File: src/rtl/bwc_pkg.sv
// Shared types for the bandwidth level controller.
package bwc_pkg;
    // Outcome of one window decision.
    typedef enum logic [1:0] {
        DEC_HOLD = 2'd0,
        DEC_DOWN = 2'd1,
        DEC_UP   = 2'd2
    } dec_e;
endpackage

File: src/rtl/bwc_window.sv
// Decision window counter.
// Counts frame-start strobes and raises `decide` combinationally on the
// frame start that closes each window of W frames. W below 2 is raised to 2,
// so that a committed change never coincides with the next decision.
// Assumes frame_start is a single-cycle pulse.
module bwc_window #(
    parameter int WW = 8
) (
    input  logic          clk,
    input  logic          rst_n,
    input  logic          frame_start,
    input  logic [WW-1:0] win_frames,
    output logic          decide
);
    localparam logic [WW-1:0] MIN_W = WW'(2);

    logic [WW-1:0] cnt_q;
    logic [WW-1:0] w_eff;
    logic          last;

    // Clamp the configured window to its legal minimum.
    always_comb w_eff = (win_frames < MIN_W) ? MIN_W : win_frames;

    // The last frame of a window; >= keeps a shrunk window from overrunning.
    always_comb last = (cnt_q >= (w_eff - WW'(1)));

    assign decide = frame_start && last;

    // Advance the frame counter on every frame start and wrap at the window end.
    always_ff @(posedge clk) begin
        if (!rst_n) begin
            cnt_q <= '0;
        end else if (frame_start) begin
            cnt_q <= last ? '0 : cnt_q + WW'(1);
        end
    end
endmodule

File: src/rtl/bwc_decide.sv
// Next-level decision logic (purely combinational).
// Compares the queue length with both thresholds and steps the level by one
// within [0, MAXLVL]. Stepping up takes priority over stepping down.
module bwc_decide
    import bwc_pkg::*;
#(
    parameter int QW   = 20,
    parameter int LVLW = 2,
    parameter int NLEVELS = 3
) (
    input  logic [QW-1:0]   q_len,
    input  logic [QW-1:0]   th_lo,
    input  logic [QW-1:0]   th_hi,
    input  logic [LVLW-1:0] cur_lvl,
    output dec_e            dec,
    output logic [LVLW-1:0] nxt_lvl
);
    localparam logic [LVLW-1:0] MAXLVL = LVLW'(NLEVELS - 1);

    logic can_up;
    logic can_down;

    // Test each threshold against the limits of the level range.
    always_comb begin
        can_up   = (q_len > th_hi) && (cur_lvl < MAXLVL);
        can_down = (q_len < th_lo) && (cur_lvl != '0);
    end

    // Choose the step, giving the upward direction priority.
    always_comb begin
        if (can_up) begin
            dec     = DEC_UP;
            nxt_lvl = cur_lvl + LVLW'(1);
        end else if (can_down) begin
            dec     = DEC_DOWN;
            nxt_lvl = cur_lvl - LVLW'(1);
        end else begin
            dec     = DEC_HOLD;
            nxt_lvl = cur_lvl;
        end
    end
endmodule

File: src/rtl/bwc_lanes.sv
// Lane enable decoder.
// Level L enables the lowest 2^L lanes. Assumes NLANES is a power of two.
module bwc_lanes #(
    parameter int NLANES = 4,
    parameter int LVLW   = 2
) (
    input  logic [LVLW-1:0]   lvl,
    output logic [NLANES-1:0] lane_en
);
    localparam int SW = $clog2(NLANES) + 2;

    logic [SW-1:0] span;

    // Number of active lanes at this level.
    always_comb span = SW'(1) << lvl;

    // Per-lane compare against the active span.
    for (genvar i = 0; i < NLANES; i++) begin : g_lane
        localparam logic [SW-1:0] IDX = SW'(i);
        assign lane_en[i] = (IDX < span);
    end
endmodule

File: src/rtl/bw_level_ctrl.sv
// Queue-driven bandwidth level controller (top).
// On each window-closing frame start it decides a new level from the queue
// length. A change is announced on chg_stb/chg_level in the next cycle, and it
// is applied to bw_level/lane_en at the following frame start.
// Assumes frame_start pulses for one cycle and frames last two or more cycles.
module bw_level_ctrl
    import bwc_pkg::*;
#(
    parameter int QW     = 20,
    parameter int WW     = 8,
    parameter int NLANES = 4,
    parameter int NLEVELS = $clog2(NLANES) + 1,
    parameter int LVLW   = (NLEVELS > 1) ? $clog2(NLEVELS) : 1
) (
    input  logic              clk,
    input  logic              rst_n,
    input  logic              frame_start,
    input  logic [QW-1:0]     q_len,
    input  logic [QW-1:0]     th_lo,
    input  logic [QW-1:0]     th_hi,
    input  logic [WW-1:0]     win_frames,
    output logic [LVLW-1:0]   bw_level,
    output logic [NLANES-1:0] lane_en,
    output logic              chg_stb,
    output logic [LVLW-1:0]   chg_level
);
    localparam logic [LVLW-1:0] MAXLVL = LVLW'(NLEVELS - 1);

    logic            decide;
    dec_e            dec;
    logic [LVLW-1:0] nxt_lvl;
    logic [LVLW-1:0] lvl_q;
    logic [LVLW-1:0] ann_q;
    logic            pend_q;
    logic            stb_q;

    bwc_window #(.WW(WW)) u_win (
        .clk         (clk),
        .rst_n       (rst_n),
        .frame_start (frame_start),
        .win_frames  (win_frames),
        .decide      (decide)
    );

    bwc_decide #(.QW(QW), .LVLW(LVLW), .NLEVELS(NLEVELS)) u_dec (
        .q_len   (q_len),
        .th_lo   (th_lo),
        .th_hi   (th_hi),
        .cur_lvl (lvl_q),
        .dec     (dec),
        .nxt_lvl (nxt_lvl)
    );

    bwc_lanes #(.NLANES(NLANES), .LVLW(LVLW)) u_lanes (
        .lvl     (lvl_q),
        .lane_en (lane_en)
    );

    // Announce a decided change, then commit it at the next frame start.
    always_ff @(posedge clk) begin
        if (!rst_n) begin
            lvl_q  <= MAXLVL;
            ann_q  <= MAXLVL;
            pend_q <= 1'b0;
            stb_q  <= 1'b0;
        end else begin
            stb_q <= 1'b0;
            if (frame_start && pend_q) begin
                lvl_q  <= ann_q;
                pend_q <= 1'b0;
            end
            if (decide && (dec != DEC_HOLD)) begin
                ann_q  <= nxt_lvl;
                pend_q <= 1'b1;
                stb_q  <= 1'b1;
            end
        end
    end

    assign bw_level  = lvl_q;
    assign chg_stb   = stb_q;
    assign chg_level = ann_q;
endmodule

File: config.mk
export PLATFORM = sky130hd
export DESIGN_NAME = bw_level_ctrl
export DESIGN_NICKNAME = d
export VERILOG_FILES = /design/src/rtl/bwc_pkg.sv /design/src/rtl/bwc_window.sv /design/src/rtl/bwc_decide.sv /design/src/rtl/bwc_lanes.sv /design/src/rtl/bw_level_ctrl.sv
export SDC_FILE = /design/constraint.sdc
export NUM_CORES = 1
export LEC_CHECK = 0
export BUFFER_PORTS_ARGS = -buffer_cell sky130_fd_sc_hd__clkbuf_2
export CORE_UTILIZATION = 38
export CTS_BUF_LIST = sky130_fd_sc_hd__clkbuf_2
export CTS_CLUSTER_DIAMETER = 150
export DETAILED_ROUTE_END_ITERATION = 8
export PLACE_DENSITY_LB_ADDON = 0.08
export SETUP_SLACK_MARGIN = 0.5
export SLEW_MARGIN = 20
export SYNTH_ARGS = -nofsm -noshare
export SYNTH_HDL_FRONTEND = slang
export SYNTH_SLANG_ARGS = --single-unit
File: constraint.sdc
create_clock -name clk -period 8.8 [get_ports clk]
set_clock_uncertainty 0.2 [all_clocks]
set_input_delay 0.44 -clock clk [delete_from_list [all_inputs] [get_ports clk]]
set_output_delay 0.44 -clock clk [all_outputs]
set_load 0.02 [all_outputs]
* Word level (Yosys, flattened, before mapping) *
Cells that the tools add are included.

operators by class
  add/sub/neg operators = 4
  $mul = 0
  divide/modulo/power cells = 0
  $lt $le $gt $ge = 9
  equality and inequality tests = 0
  shift operators = 1
  muxes and demuxes = 9
  bitwise logic cells = 0
  reduce and logical (&&, ||, !) cells = 8

operators by type and width
  operator               count
  $gt A20 B20 Y1         1
  $lt A20 B20 Y1         1
  $mux W8                2
  $add A8 B1 Y8 const B  1
  $ge A8 B8 Y1           1
  $lt A1 B4 Y1 const A   2
  $lt A2 B4 Y1 const A   2
  $lt A8 B2 Y1 const B   1
  $sub A8 B1 Y8 const B  1
  $mux W2                3
  $reduce_bool A2 Y1     3
  $logic_and A1 B1 Y1    5
  $mux W1                4
  $shl A1 B2 Y4 const A  1
  $add A2 B1 Y2 const B  1
  $lt A2 B2 Y1 const B   1
  $sub A2 B1 Y2 const B  1

word-level totals
  register bits after elaboration = 14
  latch bits = 0
  RAM bits = 0
  memory bits (read-only) = 0
  input bits = 71
  word-level logic and storage cells = 36
  memories kept = 0

* Logic depth before layout (Yosys ltp) *
Gate-level depths: netlist of run 1.

  word-level depth = 7
  mapped depth = 14
  gate-level depth less buffers = 14

* Hierarchy *
Synthesis of run 1 repeated with hierarchy kept, for this count alone.

unflattened totals
  cells, all modules = 262
  area total of the unflattened synthesis = 2030.7 um2

by module, submodules not included
  module         times used  cells an instance  area an instance (um2)  sequential area each (um2)
  bwc_decide     1           153                1078.5                  0.0
  bwc_window     1           81                 701.9                   160.2
  bw_level_ctrl  1           23                 225.2                   120.1
  bwc_lanes      1           5                  25.0                    0.0

* Least setup slack after synthesis of run 1 *
OpenSTA, ideal clock, no wires.

  path kind = input -> register
  from = in win_frames[5]
  to = reg ann_q[1], in the netlist chg_level[1]
  setup time = 0.132 ns
  arrival = 2.872 ns
  path slack = 5.596 ns
  stages = 13
  buffers on the path = 0
  cell sequence = nor4_1 nand2_1 o21ai_0 ha_1 nand2_1 xor2_1 ha_1 and4_1 o21ai_0 o211ai_1 o211ai_1 nor4b_1 o31ai_1

on the way
  cells in the longest elaborated chain, start to end = 6

ends and longest elaborated chain
  item                   line                 RTL
  start, declared        bw_level_ctrl.sv:21  input logic [WW-1:0] win_frames,
  $lt A8 B2 Y1           bwc_window.sv:22     always_comb w_eff = (win_frames < MIN_W) ? MIN_W : win_frames;
  $mux W8 *              bwc_window.sv:22
  $sub A8 B1 Y8 *        bwc_window.sv:25     always_comb last = (cnt_q >= (w_eff - WW'(1)));
  $ge A8 B8 Y1 *         bwc_window.sv:25
  $logic_and A1 B1 Y1 *  bwc_window.sv:27     assign decide = frame_start && last;
  $logic_and A1 B1 Y1 *  bw_level_ctrl.sv:72  if (decide && (dec != DEC_HOLD)) begin
  end signal, assigned   bw_level_ctrl.sv:73  ann_q <= nxt_lvl;
  end, declared          bw_level_ctrl.sv:33  logic [LVLW-1:0] ann_q;

Mark *: on every way between the ends. The rest lies on a longest branch, timed or not.
A chain may end at the register's enable or synchronous reset.

* Worst setup path after layout of run 1 *
  from = in win_frames[5]
  to = reg ann_q[0], in the netlist chg_level[0]

The elaborated chain is that of the path after synthesis.

==> results of run 1 <==
[layout by cell type, fill, tap and decap left out, types with 6 or more instances in the layout]
master and count:
clkbuf_2 82, ha_1 54, inv_1 45, nand2_1 28, nor2_1 16, a21oi_1 15
dfxtp_1 14, nand3_1 8, and4_1 7, o21ai_0 6, xor2_1 6
[where the power goes]
group	switching, mW	internal, mW	total [mW]	leakage (nW)
combinational	0.0352	0.0353	0.0705	1.28
clock	0.0210	0.00987	0.0309	0.0140
sequential	0.00131	0.0644	0.0658	0.113
total	0.0575	0.110	0.167	1.41
[per-layer routing]
layer	track usage	wire, um
met5	0	0
met4	0.0321	12
met2	0.262	1800
met1	0.221	2280
met3	0.0163	199
[registers in the layout (all words and copies together), names as in the netlist]
name / count
bw_level: 2
chg_level: 2
chg_stb: 1
pend_q: 1
u_win.cnt_q: 8
[through the flow]
step / cell area, um^2 / worst slack, ps / util / hold slack [ps] / total power, mW
6_report: 2460 / 5350 / 0.507 / 217 / 0.167
4_1_cts: 2460 / 5390 / 0.507 / 207 / 0.170
5_1_grt: 2460 / 5080 / 0.507 / 225 / 0.183
2_1_floorplan: 1970 / 5600 / - / 285 / 0.109
3_5_place_dp: 2440 / 5090 / 0.503 / 271 / 0.139
3_3_place_gp: 2440 / 5210 / 0.503 / 273 / 0.138
[synthesized netlist by cell type, types with 2 or more instances]
cell	instances	area [um^2]
nor3_1	3	15.0
or3_1	2	12.5
nand2b_1	4	25.0
o31ai_1	2	15.0
and2_1	2	12.5
dfxtp_1	14	280
o21ai_0	6	30.0
a21boi_0	2	15.0
nor2b_1	3	18.8
xnor2_1	4	35.0
a21oi_1	15	75.1
nand2_1	28	105
nor2_1	16	60.1
xor2_1	6	52.6
nor4_1	2	12.5
o211ai_1	3	22.5
o21ai_1	2	10.0
nand4_1	4	25.0
mux2i_1	2	20.0
and4_1	7	61.3
a21o_1	4	30.0
ha_1	54	676
inv_1	45	169
nand3_1	8	40.0
[worst max-delay path by stage]
stage	startpoint	end	slack, ps	depth (start not counted)
final	win_frames[5]	chg_level[0]	5350	14
after CTS	win_frames[5]	chg_level[0]	5390	14
after global routing	win_frames[5]	chg_level[0]	5080	14
after global placement	win_frames[4]	chg_level[0]	5210	14
after floorplan	win_frames[5]	chg_level[1]	5600	13
after detailed placement	win_frames[5]	chg_level[0]	5090	14
[cells by family (layout without fill, tap and decap cells)]
group / count (synthesis) / count (layout)
XOR/XNOR: 10 / 10
buffers and inverters: 47 / 128
multiplexers: 2 / 2
flip-flops: 14 / 14
AND/OR/NAND/NOR: 83 / 83
AO/OA/AOI/OAI: 45 / 45
adder cells (fa/ha/maj): 54 / 54
[final cells by class]
| class | instances | area share |
|---|---|---|
| Timing Repair Buffer | 79 | 0.161 |
| Inverter | 45 | 0.0687 |
| Clock inverter | 1 | 0.00153 |
| Sequential cell | 14 | 0.114 |
| Multi-Input combinational cell | 194 | 0.615 |
| Tap cell | 67 | 0.0341 |
| Clock buffer | 3 | 0.00611 |
==> flow_metrics.tcl, run 1 <==
set metrics [dict create \
    relSlewSlack 0.608 \
    core_area_um2 4850 \
    cts_buffers 3 \
    synthFlopType "dfxtp_1" \
    hold_viol 0 \
    tightest_slew_ps 583 \
    cts_buffer_depth 2 \
    antenna_found_initial 0 \
    clkLatencyLatePin_ps 280 \
    syn_inst 255 \
    synth_edf_count 0 \
    synth.distinct_cells 41 \
    power_density_nw_per_um2 68.0 \
    fin_crit_sh 0.392 \
    async_reset_ff_frac 0 \
    die_w_um 74.0 \
    rsz0062_at_grt "no" \
    syn_avg_cell_area_um2 7.72 \
    routed_via_density 4.68 \
    worstPathRequired_ps 8820 \
    dp_hpwl_mm 3.82 \
    vias 1885 \
    r2r_cells 8 \
    critPathMaxFanout 5 \
    place_congestion 0.768 \
    cap_violations 0 \
    yosys.area_share.adder 0.343 \
    die-height_um 74.0 \
    hold_path.class "primary input to flop" \
    fmaxAchievable_ghz 0.290 \
    tritoncts "done" \
    p_leak_nw 1.41 \
    drtAntennaViolNets 0 \
    critical-path-max-stage-delay_ps 550 \
    synth_compound_area_frac 0.157 \
    setup_viol 0 \
    grt_pass1_vias 1703 \
    min_path_cells 2 \
    min_from "rst_n" \
    postCtsSetupRepairBufs 0 \
    end_kind "flop" \
    grt_max_degree 12 \
    cp_data_arrival_time_ps 3470 \
    crit_chain "clkbuf_2, nor4_1, nand2_1, o21ai_0, ha_1, nand2_1, xor2_1, ha_1, and4_1, o21ai_0, o211ai_1, o211ai_1, a21oi_1, mux2i_1" \
    rr_startpoint "u_win.cnt_q[0]" \
    synth_top_family_by_area "adder cells" \
    r2r_slack_ps 6590 \
    hold_path_end "bw_level[1]" \
    setup-tns-final_ps 0 \
    drc 0 \
    portBuffers 79 \
    worst-setup-path-type "primary input to flop" \
    status "finished clean" \
    grtUsageTotal 0.158 \
    layout.nets 462 \
    clk_pin_slew_ps 150 \
    worst_setup_path_start_kind "primary input" \
    hold_buffers 0 \
    grt_pass1_wl_mm 6.87 \
    synth_simple_gate_area_share 0.213 \
    period_minus_slack_ps 3450 \
    dr.pass1.iters 4 \
    die-area_um2 5470 \
    synth_fp_nets 380 \
    cts_resized 0 \
    h-tree-depth 1 \
    r2r-end "u_win.cnt_q[3]" \
    initialDrtViolationCount 35 \
    gr-total-overflow 0 \
    multi_input_area_um2 1510 \
    ys_seq_area_frac 0.142 \
    fill_cells 490 \
    core.rowCount 25 \
    regArea_um2 280 \
    peakVddDrop_mv 0.0531 \
    layout-drive-gt1-share 0.262 \
    synthXorXnorAreaFrac 0.0445 \
    clk_root_buffer_cell "clkbuf_2" \
    path_buf_inv 1 \
    finalNonFillerCells 403 \
    syn2layout_area_growth_pct 24.8 \
    synthMuxAreaShare 0.0102 \
    io_pins 80 \
    start_util 0.406 \
    wl_mm 4.30 \
    crit_family "compound AO/OA/AOI/OAI gates" \
    antenna_cells 0 \
    critPathSlowestCell "nor4_1" \
    slew_viol_final 0 \
    placed_cells 399 \
    netlist_area_um2 1970 \
    ys_seq_elements 14 \
    routedWlPerCell_um 10.7 \
    yosys_warnings 0 \
    cts.sinks 14 \
]
(Power assumes the default switching activity.)
==> run 2: changes to the inputs <==
ABC_AREA = 1   (was default)
clock period = 3.54 ns   (was 8.8 ns; I/O delays follow)
==> run 2 against run 1 <==
Against the previous run: flip-flop and latch count did not move; combinational power rose to 2.7 times the previous value; worst setup slack worse by 4300 ps; cell area rose by 6.9%; die area increased by 7.9%; final cell count up 19%; area after synthesis grew 8.1%; total power increased to 2.6 times the previous value; hold slack lost 150 ps; synthesized cell count up 29%; routed wire length shrank 1.3%.
==> flow_metrics.tcl, run 2 <==
set metrics [dict create \
    core_area_um2 5240 \
    ys_seq_elements 14 \
    layout-drive-gt1-share 0.231 \
    die-area_um2 5900 \
    cp_data_arrival_time_ps 2510 \
    cpMostUsedCell "nand2_1" \
    hold_buffers 1 \
    critPathMaxFanout 6 \
    synth_area_leaders "ha_1 (32%), nand2_1 (15%), inv_1 (13%)" \
    clk_pin_slew_ps 150 \
    die_w_um 76.8 \
    async_reset_ff_frac 0 \
    top_register "u_win.cnt_q" \
    crit_chain "clkbuf_2, or2_1, nor3_2, inv_1, nand2_1, ha_1, nand3_1, xnor2_1, inv_1, ha_1, nand2_1, nor2_1, nand4_1, nand3_1, nand2_1, inv_1, nand2_2, a21oi_1, nand2_1" \
    path_buf_inv 4 \
    regArea_um2 280 \
    fin_hold_ws_ps 64.0 \
    drc 0 \
    grt_pass1_vias 1945 \
    slew_viol_final 0 \
    clkLatencyLatePin_ps 280 \
    fill_cells 560 \
    ys_seq_area_frac 0.132 \
    critical-path-max-stage-delay_ps 260 \
    layout.nets 537 \
    wl_met3_um 209 \
    place_congestion 0.742 \
    h-tree-depth 1 \
    period_minus_slack_ps 2520 \
    grt_max_degree 10 \
    cts.sinks 14 \
    ys_top_cells_by_count "nand2_1 (86), inv_1 (75), ha_1 (54)" \
    final_cell_mix "nand2_1 (86), clkbuf_2 (82), inv_1 (75)" \
    synthFlopType "dfxtp_1" \
    dp_hpwl_mm 3.90 \
    synth_edf_count 0 \
    routed_via_density 4.33 \
    routedWlPerCell_um 8.81 \
    p_seq_frac 0.379 \
    grtUsageTotal 0.155 \
    synth.distinct_cells 31 \
    hold_viol 0 \
    syn2layout_area_growth_pct 23.5 \
    placed_cells 476 \
    syn_inst 328 \
    wl_met1_mm 2.23 \
    power_switching_mw 0.154 \
    drtAntennaViolNets 0 \
    peakVddDrop_mv 0.0697 \
    critPathSlowestCell "ha_1" \
    pwr-share-clk 0.180 \
    antenna_found_initial 0 \
    start_util 0.406 \
    setup-tns-final_ps 0 \
    tightest_slew_ps 308 \
    initialDrtViolationCount 47 \
    portBuffers 79 \
    synth_fp_nets 453 \
    dr.pass1.iters 4 \
    cts_buffer_depth 2 \
    worstPathRequired_ps 3530 \
    synth_most_common_cell "nand2_1" \
    gr-total-overflow 0 \
    setup_viol 0 \
    rsz0062_at_grt "no" \
    hold_path.class "primary input to flop" \
    clk_root_buffer_cell "clkbuf_2" \
    finalNonFillerCells 481 \
    core.rowCount 26 \
    relSlewSlack 0.793 \
    grt_pass1_wl_mm 7.77 \
    final_area_um2 2630 \
    cap_violations 0 \
    power.total_mw 0.427 \
    fin_crit_sh 0.712 \
    largest_reg_flops 8 \
    p_int_mw 0.273 \
    p_leak_nw 1.64 \
    wl_mm 4.24 \
    die-height_um 76.8 \
    setup_slack_ps 1020 \
    postCtsSetupRepairBufs 0 \
    antenna_cells 0 \
    crit_family "simple AND/OR/NAND/NOR gates" \
    placed_cell_area_um2 2600 \
    mostFrequentLayoutCell "nand2_1" \
    p_comb_frac 0.441 \
    syn_avg_cell_area_um2 6.49 \
    yosysTopAreaCell "ha_1" \
    wl_met2_mm 1.79 \
    tritoncts "done" \
    status "finished clean" \
    worst-setup-path-type "primary input to flop" \
    vias 2084 \
    dpl_worst_slack_ps 674 \
    netlist_area_um2 2130 \
    io_pins 80 \
    highest_layer "met4" \
    cts_buffers 3 \
    synth_top_cell_area_share 0.317 \
    worst_setup_path_start_kind "primary input" \
    end_kind "flop" \
    final_util 0.502 \
    multi_input_area_um2 1540 \
    swShare 0.361 \
    cts_resized 0 \
    yosys_warnings 0 \
    power_density_nw_per_um2 163 \
    fmaxAchievable_ghz 0.397 \
]
run 2: cell types whose count changed after synthesis, moves of 3 or more:
cell / before / now
and4_1: 7 / 0
nand2b_1: 4 / 0
a21oi_1: 15 / 22
nand2_1: 28 / 86
nor2_1: 16 / 27
nor2b_1: 3 / 0
inv_1: 45 / 75
o211ai_1: 3 / 0
nor2_2: 0 / 3
run 2: metal layers:
layer | vias to the layer above | GRT usage
met1 | 847 | 0.208
li1 | 1182 | -
met4 | 0 | 0.0115
met3 | 2 | 0.0238
met2 | 53 | 0.270
met5 | - | 0
run 2: power groups by stage:
| stage | clock [mW] | sequential (mW) | combinational [mW] |
|---|---|---|---|
| detailed placement | 0 | 0.165 | 0.190 |
| floorplan | 0 | 0.165 | 0.120 |
| finish | 0.0771 | 0.162 | 0.188 |
| CTS | 0.0807 | 0.162 | 0.192 |
| global placement | 0 | 0.165 | 0.188 |
| global route | 0.0890 | 0.162 | 0.225 |
run 2: final timing paths:
| path | to | cells past startpoint | slack (ps) | start |
|---|---|---|---|---|
| min reg2reg | pend_q | 2 | 300 | pend_q |
| max | chg_level[1] | 19 | 1020 | win_frames[2] |
| max reg2reg | chg_level[1] | 11 | 1460 | bw_level[1] |
| min | u_win.cnt_q[1] | 2 | 60 | frame_start |
run 2: kinds of logic (layout without fill, tap and decap cells):
family	Yosys count	count (layout)	synth area share
simple gates	138	138	0.283
compound gates	33	33	0.0852
buf+inv	80	163	0.146
fa+ha+maj	54	54	0.317
xor+xnor	9	9	0.0370
flops	14	14	0.132
run 2: worst reg2reg max path, cell delays in order (launching register included):
cell and delay [ps]:
dfxtp_1 490, inv_1 120, ha_1 210, nor2_1 100
nand2_1 50, o21bai_1 140, nor2_1 180, nand3_1 130
nand2_1 100, nand2_2 90, a21oi_1 130, nand2_1 60
run 2: area by class of cell:
class | instances | share of cell area
timing repair buffer | 80 | 0.154
clock buffer | 3 | 0.00571
clock inverter | 1 | 0.00143
sequential | 14 | 0.107
multi-input combinational | 234 | 0.585
tap | 70 | 0.0333
inverter | 79 | 0.114
